==> src/rtl/bl_pwm_pkg.sv <==
package bl_pwm_pkg;
   // run state of the generator
   typedef enum logic {
      PH_IDLE = 1'b0,
      PH_RUN  = 1'b1
   } phase_e;
endpackage

==> src/rtl/bl_pwm_cfg_shadow.sv <==
module bl_pwm_cfg_shadow #(
   parameter int PRE_W           = 8,
   parameter int PN_W            = 5,
   parameter bit ZERO_PRE_AS_ONE = 1'b1,
   localparam int RES_W          = (1 << PN_W) - 1
) (
   input  logic             clk_i,
   input  logic             rst_ni,
   input  logic             load_i,
   input  logic [PRE_W-1:0] pre_i,
   input  logic [PN_W-1:0]  pn_i,
   input  logic [PN_W-1:0]  pn_min_i,
   input  logic [PN_W-1:0]  pn_max_i,
   input  logic [RES_W-1:0] duty_i,
   output logic [PRE_W-1:0] pre_q,
   output logic [PN_W-1:0]  pn_q,
   output logic [RES_W-1:0] top_q,
   output logic [RES_W-1:0] duty_q
);
   logic [PRE_W-1:0] pre_fix;
   logic [PN_W-1:0]  pn_cap;
   logic [PN_W-1:0]  pn_fix;
   logic [RES_W-1:0] top_fix;

   generate
      if (ZERO_PRE_AS_ONE) begin : g_zero_one
         assign pre_fix = (pre_i == '0) ? PRE_W'(1) : pre_i;
      end else begin : g_zero_full
         // zero wraps the pre-divider through its full range
         assign pre_fix = pre_i;
      end
   endgenerate

   // upper bound first, then the lower bound has the last word
   assign pn_cap  = (pn_i > pn_max_i) ? pn_max_i : pn_i;
   assign pn_fix  = (pn_cap < pn_min_i) ? pn_min_i : pn_cap;
   assign top_fix = ~({RES_W{1'b1}} << pn_fix);

   always_ff @(posedge clk_i or negedge rst_ni) begin
      if (!rst_ni) begin
         pre_q  <= PRE_W'(1);
         pn_q   <= '0;
         top_q  <= '0;
         duty_q <= '0;
      end else if (load_i) begin
         pre_q  <= pre_fix;
         pn_q   <= pn_fix;
         top_q  <= top_fix;
         duty_q <= duty_i & top_fix;
      end
   end
endmodule

==> src/rtl/bl_pwm_prediv.sv <==
module bl_pwm_prediv #(
   parameter int PRE_W = 8
) (
   input  logic             clk_i,
   input  logic             rst_ni,
   input  logic             clr_i,
   input  logic             run_i,
   input  logic [PRE_W-1:0] modulus_i,
   output logic             tick_o,
   output logic             at_zero_o
);
   logic [PRE_W-1:0] cnt_q;

   assign tick_o    = run_i && (cnt_q == modulus_i - PRE_W'(1));
   assign at_zero_o = (cnt_q == '0);

   always_ff @(posedge clk_i or negedge rst_ni) begin
      if (!rst_ni)      cnt_q <= '0;
      else if (clr_i)   cnt_q <= '0;
      else if (tick_o)  cnt_q <= '0;
      else if (run_i)   cnt_q <= cnt_q + PRE_W'(1);
   end
endmodule

==> src/rtl/bl_pwm_step.sv <==
module bl_pwm_step #(
   parameter int RES_W = 31
) (
   input  logic             clk_i,
   input  logic             rst_ni,
   input  logic             clr_i,
   input  logic             run_i,
   input  logic             tick_i,
   input  logic [RES_W-1:0] top_i,
   input  logic [RES_W-1:0] duty_i,
   output logic             wrap_o,
   output logic             at_zero_o,
   output logic             high_o
);
   logic [RES_W-1:0] step_q;

   assign wrap_o    = tick_i && (step_q == top_i);
   assign at_zero_o = (step_q == '0);
   assign high_o    = run_i && (step_q < duty_i);

   always_ff @(posedge clk_i or negedge rst_ni) begin
      if (!rst_ni)      step_q <= '0;
      else if (clr_i)   step_q <= '0;
      else if (wrap_o)  step_q <= '0;
      else if (tick_i)  step_q <= step_q + RES_W'(1);
   end
endmodule

==> src/rtl/bl_pwm_gen.sv <==
module bl_pwm_gen
   import bl_pwm_pkg::*;
#(
   parameter int PRE_W           = 8,
   parameter int PN_W            = 5,
   parameter bit ZERO_PRE_AS_ONE = 1'b1,
   localparam int RES_W          = (1 << PN_W) - 1
) (
   input  logic             clk_i,
   input  logic             rst_ni,
   input  logic             en_i,
   input  logic [PRE_W-1:0] pre_i,
   input  logic [PN_W-1:0]  pn_i,
   input  logic [PN_W-1:0]  pn_min_i,
   input  logic [PN_W-1:0]  pn_max_i,
   input  logic [RES_W-1:0] duty_i,
   output logic             pwm_o,
   output logic             strobe_o
);
   generate
      if (PRE_W < 1 || PRE_W > 16) begin : g_bad_pre
         $error("bl_pwm_gen: PRE_W must be 1..16");
      end
      if (PN_W < 1 || PN_W > 5) begin : g_bad_pn
         $error("bl_pwm_gen: PN_W must be 1..5");
      end
   endgenerate

   phase_e           phase_q;
   logic             run_w;
   logic             clr_w;
   logic             load_w;
   logic             tick_w;
   logic             pre_zero_w;
   logic             step_zero_w;
   logic             period_end_w;
   logic [PRE_W-1:0] pre_q;
   logic [PN_W-1:0]  pn_q;
   logic [RES_W-1:0] top_q;
   logic [RES_W-1:0] duty_q;

   always_ff @(posedge clk_i or negedge rst_ni) begin
      if (!rst_ni) phase_q <= PH_IDLE;
      else         phase_q <= en_i ? PH_RUN : PH_IDLE;
   end

   assign run_w  = (phase_q == PH_RUN);
   assign clr_w  = !en_i;
   assign load_w = !run_w || period_end_w;

   bl_pwm_cfg_shadow #(
      .PRE_W(PRE_W), .PN_W(PN_W), .ZERO_PRE_AS_ONE(ZERO_PRE_AS_ONE)
   ) u_shadow (
      .clk_i(clk_i), .rst_ni(rst_ni), .load_i(load_w),
      .pre_i(pre_i), .pn_i(pn_i), .pn_min_i(pn_min_i), .pn_max_i(pn_max_i),
      .duty_i(duty_i),
      .pre_q(pre_q), .pn_q(pn_q), .top_q(top_q), .duty_q(duty_q)
   );

   bl_pwm_prediv #(.PRE_W(PRE_W)) u_prediv (
      .clk_i(clk_i), .rst_ni(rst_ni), .clr_i(clr_w), .run_i(run_w),
      .modulus_i(pre_q), .tick_o(tick_w), .at_zero_o(pre_zero_w)
   );

   bl_pwm_step #(.RES_W(RES_W)) u_step (
      .clk_i(clk_i), .rst_ni(rst_ni), .clr_i(clr_w), .run_i(run_w),
      .tick_i(tick_w), .top_i(top_q), .duty_i(duty_q),
      .wrap_o(period_end_w), .at_zero_o(step_zero_w), .high_o(pwm_o)
   );

   assign strobe_o = run_w && pre_zero_w && step_zero_w;
endmodule

==> config.mk <==
export PLATFORM = sky130hd
export DESIGN_NAME = bl_pwm_gen
export DESIGN_NICKNAME = d
export VERILOG_FILES = /design/src/rtl/bl_pwm_pkg.sv /design/src/rtl/bl_pwm_cfg_shadow.sv /design/src/rtl/bl_pwm_prediv.sv /design/src/rtl/bl_pwm_step.sv /design/src/rtl/bl_pwm_gen.sv
export SDC_FILE = /design/constraint.sdc
export NUM_CORES = 1
export LEC_CHECK = 0
export CORE_MARGIN = 4
export CORE_UTILIZATION = 50
export CTS_CLUSTER_SIZE = 30
export DETAILED_ROUTE_END_ITERATION = 12
export PLACE_DENSITY = 0.71
export SLEW_MARGIN = 0
export SYNTH_ARGS = -nofsm -noshare
export SYNTH_HDL_FRONTEND = slang
export SYNTH_SLANG_ARGS = --single-unit
==> constraint.sdc <==
create_clock -name clk_i -period 3.4 [get_ports clk_i]
set_input_delay 0.68 -clock clk_i [delete_from_list [all_inputs] [get_ports clk_i]]
set_output_delay 0.68 -clock clk_i [all_outputs]
set_load 0.01 [all_outputs]
Yosys cells after proc, flatten, opt, wreduce, memory -nomap -nowiden
Index checks and enable logic that the tools add are counted.
{ "totals": {"ff_bits": 110, "in_bits": 57} }
{ "op_classes": {"add_sub_neg": 3, "magnitude_cmp": 3, "n_eq_ne": 4, "n_shift": 1, "mux": 10, "bitwise": 2, "reduce_logical": 10} }
{ "op_table": {"columns": ["cell", "n"], "rows": [
  ["31-bit two-way mux", 3],
  ["8-bit two-way mux", 4],
  ["31-bit by 1-bit adder with 31-bit output, second input constant", 1],
  ["31-bit AND", 1],
  ["31-bit == test", 1],
  ["31-bit zero test", 1],
  ["31-bit less-than comparator", 1],
  ["31-bit NOT", 1],
  ["31-bit by 5-bit << shifter with 31-bit output, first input constant", 1],
  ["8-bit zero test", 2],
  ["5-bit two-way mux", 2],
  ["8-bit by 1-bit adder with 8-bit output, second input constant", 1],
  ["8-bit == test", 1],
  ["8-bit by 1-bit subtractor with 8-bit output, second input constant", 1],
  ["3-bit by 1-bit inequality test with 1-bit output, second input constant", 2],
  ["5-bit > comparator", 1],
  ["1-bit logical AND", 5],
  ["5-bit less-than comparator", 1],
  ["1-bit zero test", 1],
  ["1-bit logical OR", 1],
  ["1-bit two-way mux", 1]
]} }

Depth between registers and ports, before layout
Gate-level depths: netlist (run 1).
{ "logic_depth": {"ltp_word": 7, "mapped_depth": 16} }

Hierarchy
A second synthesis (run 1) with hierarchy kept.
{ "unflattened": {"hier_cells": 804, "area_unflattened_um2": 7400.8} }
{ "by_module_without_submodules": {"columns": ["mod", "instances", "cells_per_inst", "area_each_um2", "seq_area_each_um2"], "rows": [
  ["bl_pwm_cfg_shadow", 1, 323, 3474.6, 1853.0],
  ["bl_pwm_step", 1, 393, 3161.8, 775.7],
  ["bl_pwm_prediv", 1, 84, 723.2, 200.2],
  ["bl_pwm_gen", 1, 4, 41.3, 25.0]
]} }

Least setup slack after synthesis (run 1)
Ideal clock, no wire load.
{ "synth_path": {"path_kind": "in2reg", "from": "input pn_max_i[2]", "to": "register u_shadow.duty_q[5]", "setup_ps": 128, "arrival_ps": 3615, "required_ps": 3272, "path_slack_ps": -343, "cell_stages": 15, "path_cell_list": "inv_1 ha_1 a211oi_1 o221a_2 mux2i_1 inv_1 ha_1 nand4_1 a21oi_1 a31oi_1 nand2_2 mux2_2 or2_2 nor2_1 o22ai_1"} }
{ "synth_between": {"elab_chain_cells": 7} }
{ "synth_lines": {"columns": ["element", "line_no", "text"], "rows": [
  ["start, declared", "bl_pwm_gen.sv:15", "input logic [PN_W-1:0] pn_max_i,"],
  ["5-bit > comparator", "bl_pwm_cfg_shadow.sv:35", "assign pn_cap = (pn_i > pn_max_i) ? pn_max_i : pn_i;"],
  ["5-bit two-way mux *", "bl_pwm_cfg_shadow.sv:35", null],
  ["5-bit less-than comparator", "bl_pwm_cfg_shadow.sv:36", "assign pn_fix = (pn_cap < pn_min_i) ? pn_min_i : pn_cap;"],
  ["5-bit two-way mux *", "bl_pwm_cfg_shadow.sv:36", null],
  ["31-bit by 5-bit << shifter with 31-bit output *", "bl_pwm_cfg_shadow.sv:37", "assign top_fix = ~({RES_W{1'b1}} << pn_fix);"],
  ["31-bit NOT *", "bl_pwm_cfg_shadow.sv:37", null],
  ["31-bit AND *", "bl_pwm_cfg_shadow.sv:49", "duty_q <= duty_i & top_fix;"],
  ["end signal, assigned", "bl_pwm_cfg_shadow.sv:49", null],
  ["end, declared", "bl_pwm_cfg_shadow.sv:18", "output logic [RES_W-1:0] duty_q"]
]} }
Mark *: on every way between the ends. The rest lies on a longest branch, timed or not.
A chain may end at the register's enable or synchronous reset.

Final worst setup path (run 1)
{ "layout_path": {"from": "input pn_max_i[2]", "to": "register u_shadow.duty_q[16]"} }
Same word-level chain as after synthesis.

==> impl_metrics.tcl, run 1 <==
set metrics [dict create \
    synth.area.top_cells "dfrtp_1 40%, ha_1 8.0%, xnor2_1 5.6%, nor2_1 4.3%, inv_1 3.6%" \
    drt_iter0_drc 658 \
    violations "setup timing" \
    ys_warn_count 0 \
    status "finished, violations left" \
    ys_seq_elements 110 \
    gp_congestion 0.9021 \
    synth_compound_area_frac 0.1408 \
    clock_sinks 110 \
    drv_slew 0 \
    clockRootBuffer "clkbuf_16" \
    power.total_mw 3.886 \
    ys.flop_type "dfrtp_1" \
    cp.arrival_ns 3.86 \
    finalCritPeriodShare 1.061 \
    leakage_nw 4.075 \
    synthArstFlopShare 1.000 \
    cts_buffer_depth 2 \
    seqPwrFrac 0.394 \
    synth-simple-area-share 0.1908 \
    drc 0 \
    power.density_nw_per_um2 418.4 \
    fin_ws_ns -0.2090 \
    synthMuxAreaShare 0.03893 \
    dp_hpwl_mm 14.40 \
    diodes 0 \
    clock.fmax_mhz 277.1 \
    synth_top_family_by_area "simple AND/OR/NAND/NOR gates" \
    worstHoldPathType "in2async" \
    synth.distinct_cells 60 \
    pre_cts_ws_ns -1.209 \
    start_kind "input port" \
    initial_core_util 0.5153 \
    drt.antenna.violating_nets 0 \
    grt_pass1_vias 6384 \
    critical_path_class "in2reg" \
    max_cap_viol_count 0 \
    antenna_found_initial 0 \
    vias 6521 \
    yosys.area_share.adder 0.08004 \
    syn_area_um2 6878 \
    viasPerCell 5.988 \
    finClkSkew_ns 0.01051 \
    htreeDepth 3 \
    fp.dieH_um 125.3 \
    grt_util_all_layers 0.2574 \
    drive_above_1_share 0.2640 \
    final-hold-violation-count 0 \
    internal_power_mw 2.586 \
    switching_share 0.3345 \
    grt_max_degree 84 \
    overflow 0 \
    ir_drop_mv 0.2848 \
    synthCells 770 \
    slew_headroom 0.5447 \
    utilization 0.6958 \
    worstPathMaxFanout 7 \
    clk_latency_ns 0.37 \
    clk_pin_slew_ns 0.07 \
    clkPwrFrac 0.263 \
    setup_viol 57 \
    die-width_um 125.3 \
    worst_pin_slew_ns 0.6830 \
    required_ns 3.65 \
    cts_tree "built" \
    synth-xor-area-share 0.09041 \
    die_area_um2 15700 \
    placementRows 42 \
    synth_edf_count 0 \
    power_switching_mw 1.300 \
    finalSetupTns_ns -6.247 \
    rsz0062_at_grt "yes" \
    areaGrowthSynthToFinish_pct 35.04 \
    synth_nets 871 \
    fin_crit_ns 3.609 \
    nFillCells 968 \
    yosysTopAreaCell "dfrtp_1" \
    cp-end-kind "flop" \
    drtPass1Iterations 5 \
    avgSynthCellArea_um2 8.932 \
    fin_nets 1009 \
    grt_pass1_wl_mm 32.55 \
    core_area_um2 13350 \
    portBuffers 58 \
    io_pins 59 \
    combPwrFrac 0.342 \
    holdWs_ns 0.3572 \
    avgRoutedWirePerCell_um 19.65 \
    numCtsBuffers 9 \
    yosys.area.top_type_share 0.3966 \
    drt_wl_total_mm 21.39 \
    yosysSeqAreaShare 0.4004 \
    hold_buffers 0 \
]
==> flip-flops by register name, summed over array words and instances (netlist names) <==
| name | cells |
|---|---|
| phase_q | 1 |
| u_prediv.cnt_q | 8 |
| u_shadow.duty_q | 31 |
| u_shadow.pre_q | 8 |
| u_shadow.top_q | 31 |
| u_step.step_q | 31 |
==> final cells by class <==
cell class | instances | area (um^2) | share of cell area
multi-input combinational | 563 | 4347 | 0.4680
sequential | 110 | 2754 | 0.2965
timing repair buffer | 158 | 1435 | 0.1545
inverter | 66 | 255.2 | 0.02748
clock buffer | 11 | 242.7 | 0.02614
tap | 176 | 220.2 | 0.02371
clock inverter | 5 | 33.78 | 0.003637
==> critical path, cell delays in order <==
cell	delay, ns
buf_8	0.11
inv_8	0.04
ha_4	0.20
a211oi_4	0.31
o221a_4	0.30
mux2i_4	0.26
inv_2	0.07
ha_4	0.26
nand4_1	0.18
a21oi_2	0.17
a31oi_1	0.11
nand2_2	0.14
buf_12	0.16
mux2i_4	0.25
nand2_2	0.12
or2_4	0.29
a31o_4	0.21
==> final timing paths <==
kind | start | end | slack [ns] | cells after the start
max | pn_max_i[2] | u_shadow.duty_q[16]$_DFFE_PN0P_ | -0.21 | 17
min | rst_ni | u_step.step_q[17]$_DFFE_PN0P_ | 0.36 | 1
max reg2reg | u_step.step_q[24]$_DFFE_PN0P_ | u_shadow.top_q[10]$_DFFE_PN0P_ | 0.15 | 10
min reg2reg | u_shadow.duty_q[15]$_DFFE_PN0P_ | u_shadow.duty_q[15]$_DFFE_PN0P_ | 0.54 | 2
max in group asynchronous | rst_ni | u_shadow.duty_q[6]$_DFFE_PN0P_ | 2.27 | 2
min in group clk_i | u_shadow.duty_q[15]$_DFFE_PN0P_ | u_shadow.duty_q[15]$_DFFE_PN0P_ | 0.54 | 2
==> synth_stat cells (all sizes together), types with 17 or more instances <==
master  number
ha          44
o22ai       17
nand3       27
xor2        27
o21ai       47
nor2        78
buf         19
nor4        18
dfrtp      109
nand2       57
inv         66
nand4       26
a21oi       35
xnor2       44
nor3        23
==> layer usage <==
layer  GRT usage  share of wire  wire length (um)  vias to the layer above
li1            -              -                 -                     2985
met1      0.3354           0.40              8614                     3185
met2      0.4214           0.49             10520                      273
met3     0.05885          0.063              1345                       78
met4     0.09566          0.043               913                        0
met5           0              0                 0                        -
==> cell families after synthesis <==
group                      count (synthesis)
and+or+nand+nor                          268
muxes                                     25
AOI/OAI and AO/OA                        155
buffers and inverters                     97
adders and majority gates                 44
xor gates and xnor gates                  71
DFF                                      110
==> layout by cell type, fill, tap and decap left out, types with 8 or more instances in the layout <==
cell / count
dfrtp_1: 109
a21o_1: 15
nand3_1: 23
nor4_1: 16
o22ai_1: 10
clkdlybuf4s50_1: 46
buf_4: 83
nand4_1: 26
xor2_1: 27
buf_6: 11
a21oi_1: 19
nand2_1: 49
mux2_2: 9
o21ai_1: 17
ha_4: 8
xnor2_1: 44
and3_1: 10
nand2_2: 8
o21ai_2: 10
clkbuf_16: 10
o21ai_0: 20
nor3_1: 20
inv_1: 60
nor2_1: 66
a21oi_2: 10
ha_1: 36
==> power groups by stage <==
stage	clock [mW]	sequential [mW]	combinational, mW
6_report	1.02	1.53	1.33
5_1_grt	1.09	1.55	1.42
3_5_place_dp	0	1.55	0.953
4_1_cts	1.03	1.52	1.09
3_3_place_gp	0	1.55	0.926
2_1_floorplan	0	1.52	0.554
==> per-stage QoR <==
stage / std cells / cell area [um^2]
3_3_place_gp: 1053 / 8262
6_report: 1089 / 9288
3_5_place_dp: 1053 / 8262
2_1_floorplan: 770 / 6963
5_1_grt: 1089 / 9288
4_1_cts: 1078 / 8848
==> what timing repair did <==
action | in CTS | in global routing
endpoints found under the setup margin | 63 | 63
pin swaps | 29 | 48
setup buffers | 8 | 11
cloned | 1 | 1
gates resized for setup | 102 | 89
Power figures use the tool's default switching activity.
==> run 2: changes to the inputs <==
--- a/config.mk
+++ b/config.mk
@@ -9,6 +9,7 @@
 export CORE_UTILIZATION = 50
 export CTS_CLUSTER_SIZE = 30
 export DETAILED_ROUTE_END_ITERATION = 12
+export GPL_ROUTABILITY_DRIVEN = 0
 export PLACE_DENSITY = 0.71
 export SLEW_MARGIN = 0
 export SYNTH_ARGS = -nofsm -noshare
==> impl_metrics.tcl, run 2 (same netlist as run 1, synthesis figures left out) <==
set metrics [dict create \
    crit_buf_inv 12 \
    core_area_um2 13350 \
    ir_drop_mv 0.2647 \
    initial_core_util 0.5153 \
    cts_tree "built" \
    clock.fmax_mhz 259.1 \
    placementRows 42 \
    worstPathMaxFanout 10 \
    power.density_nw_per_um2 429.0 \
    worst_pin_slew_ns 0.5576 \
    fin_ws_ns -0.4601 \
    drc 0 \
    cts_buffer_depth 2 \
    fp.dieH_um 125.3 \
    fin_nets 1022 \
    dp_cells 1055 \
    io_pins 59 \
    vias 6530 \
    regToRegEndpoint "u_shadow.top_q[10]$_DFFE_PN0P_" \
    setup_viol 62 \
    nFillCells 980 \
    worst-path-stages 20 \
    r2r_start "u_step.step_q[9]$_DFFE_PN0P_" \
    crit_slowest_cell "o311ai_0" \
    holdWs_ns 0.2910 \
    reg2reg_depth 9 \
    finClkSkew_ns 0.007962 \
    required_ns 3.66 \
    drive_above_1_share 0.2700 \
    r2r_setup_slack_ns 0.30 \
    rsz0062_at_grt "yes" \
    drtPass1Iterations 5 \
    avgRoutedWirePerCell_um 20.08 \
    slew_headroom 0.6243 \
    clk_pin_slew_ns 0.07 \
    crit_chain "buf_8 > inv_8 > ha_4 > nand4_1 > buf_4 > o221ai_4 > nand2_4 > buf_4 > buf_4 > buf_4 > buf_4 > buf_4 > buf_4 > buf_4 > buf_4 > o311ai_0 > o21ai_1 > buf_6 > or2_4 > a31o_4" \
    cp.arrival_ns 4.12 \
    overflow 0 \
    pre_cts_ws_ns -1.282 \
    drt_wl_total_mm 22.13 \
    utilization 0.7085 \
    numCtsBuffers 9 \
    drt_iter0_drc 584 \
    finalInstanceArea_um2 9457 \
    max_cap_viol_count 0 \
    power.total_mw 4.057 \
    clockRootBuffer "clkbuf_16" \
    crit_path_frequent_cell "buf_4" \
    hold_buffers 0 \
    htreeDepth 3 \
    reg_top3 "u_shadow.duty_q (31), u_shadow.top_q (31), u_step.step_q (31)" \
    drv_slew 0 \
    finalSetupTns_ns -18.23 \
    clk_latency_ns 0.37 \
    viasPerCell 5.926 \
    drt.antenna.violating_nets 0 \
    antenna_found_initial 0 \
    grt_pass1_wl_mm 33.56 \
    placed_cell_area_um2 8277 \
    grt_pass1_vias 6449 \
    cp-end-kind "flop" \
    critical_path_class "in2reg" \
    final-hold-violation-count 0 \
    most-common-layout-cells "109 x dfrtp_1, 99 x buf_4, 70 x nor2_1, 59 x inv_1, 50 x nand2_1" \
    areaGrowthSynthToFinish_pct 37.49 \
    start_kind "input port" \
    stdcell_count 1102 \
    leakage_nw 4.171 \
    final_common_cell "dfrtp_1" \
    clock_sinks 110 \
    startpoint "pn_max_i[2]" \
    dp_hpwl_mm 14.76 \
    critPathTopFamily "buffers and inverters" \
    fin_crit_ns 3.860 \
    portBuffers 58 \
    grt_max_degree 84 \
    grt_util_all_layers 0.2654 \
    violations "setup timing" \
    diodes 0 \
    die-width_um 125.3 \
    finalCritPeriodShare 1.135 \
    status "finished, violations left" \
    die_area_um2 15700 \
    worstHoldPathType "in2async" \
    slowest_delay_ns 0.41 \
    crit_path_end "u_shadow.duty_q[16]$_DFFE_PN0P_" \
]
-- run 2: timing repair --
item                       in CTS  in global routing
pin swaps                      35                 35
gates resized for setup       129                 71
setup buffers                  21                  8
gates cloned                    2                  0
setup endpoints to repair      63                 63
-- run 2: worst min-delay path by stage --
stage	to	slack (ns)	start
after detailed placement	u_shadow.duty_q[22]$_DFFE_PN0P_	0.51	u_shadow.duty_q[22]$_DFFE_PN0P_
after CTS	u_shadow.duty_q[28]$_DFFE_PN0P_	0.30	rst_ni
final	u_shadow.duty_q[28]$_DFFE_PN0P_	0.29	rst_ni
after global placement	u_shadow.top_q[10]$_DFFE_PN0P_	0.51	u_shadow.top_q[10]$_DFFE_PN0P_
after floorplan	phase_q$_DFF_PN0_	0.38	rst_ni
after global routing	u_shadow.top_q[24]$_DFFE_PN0P_	0.32	rst_ni
-- run 2: routing by layer --
metal | global-route usage | wire (um) | vias up
met5 | 0 | 0 | -
li1 | - | - | 3002
met4 | 0.09949 | 936 | 0
met3 | 0.06525 | 1296 | 83
met2 | 0.4239 | 10720 | 243
met1 | 0.3514 | 9172 | 3202
-- run 2: report_power, final --
part | switching, mW | leakage [nW] | internal, mW
combinational | 0.715 | 2.60 | 0.641
clock | 0.514 | 0.163 | 0.658
sequential | 0.0932 | 1.41 | 1.44
total | 1.32 | 4.17 | 2.74
-- run 2: final cells by class --
class,instances,area [um^2],share of cell area
flip-flops and latches,110,2754,0.2912
multi-input cells,563,4358,0.4608
repair buffers,171,1541,0.1630
clock buffers,9,225.2,0.02382
inverters,66,255.2,0.02699
well taps,176,220.2,0.02329
clock inverters,7,102.6,0.01085
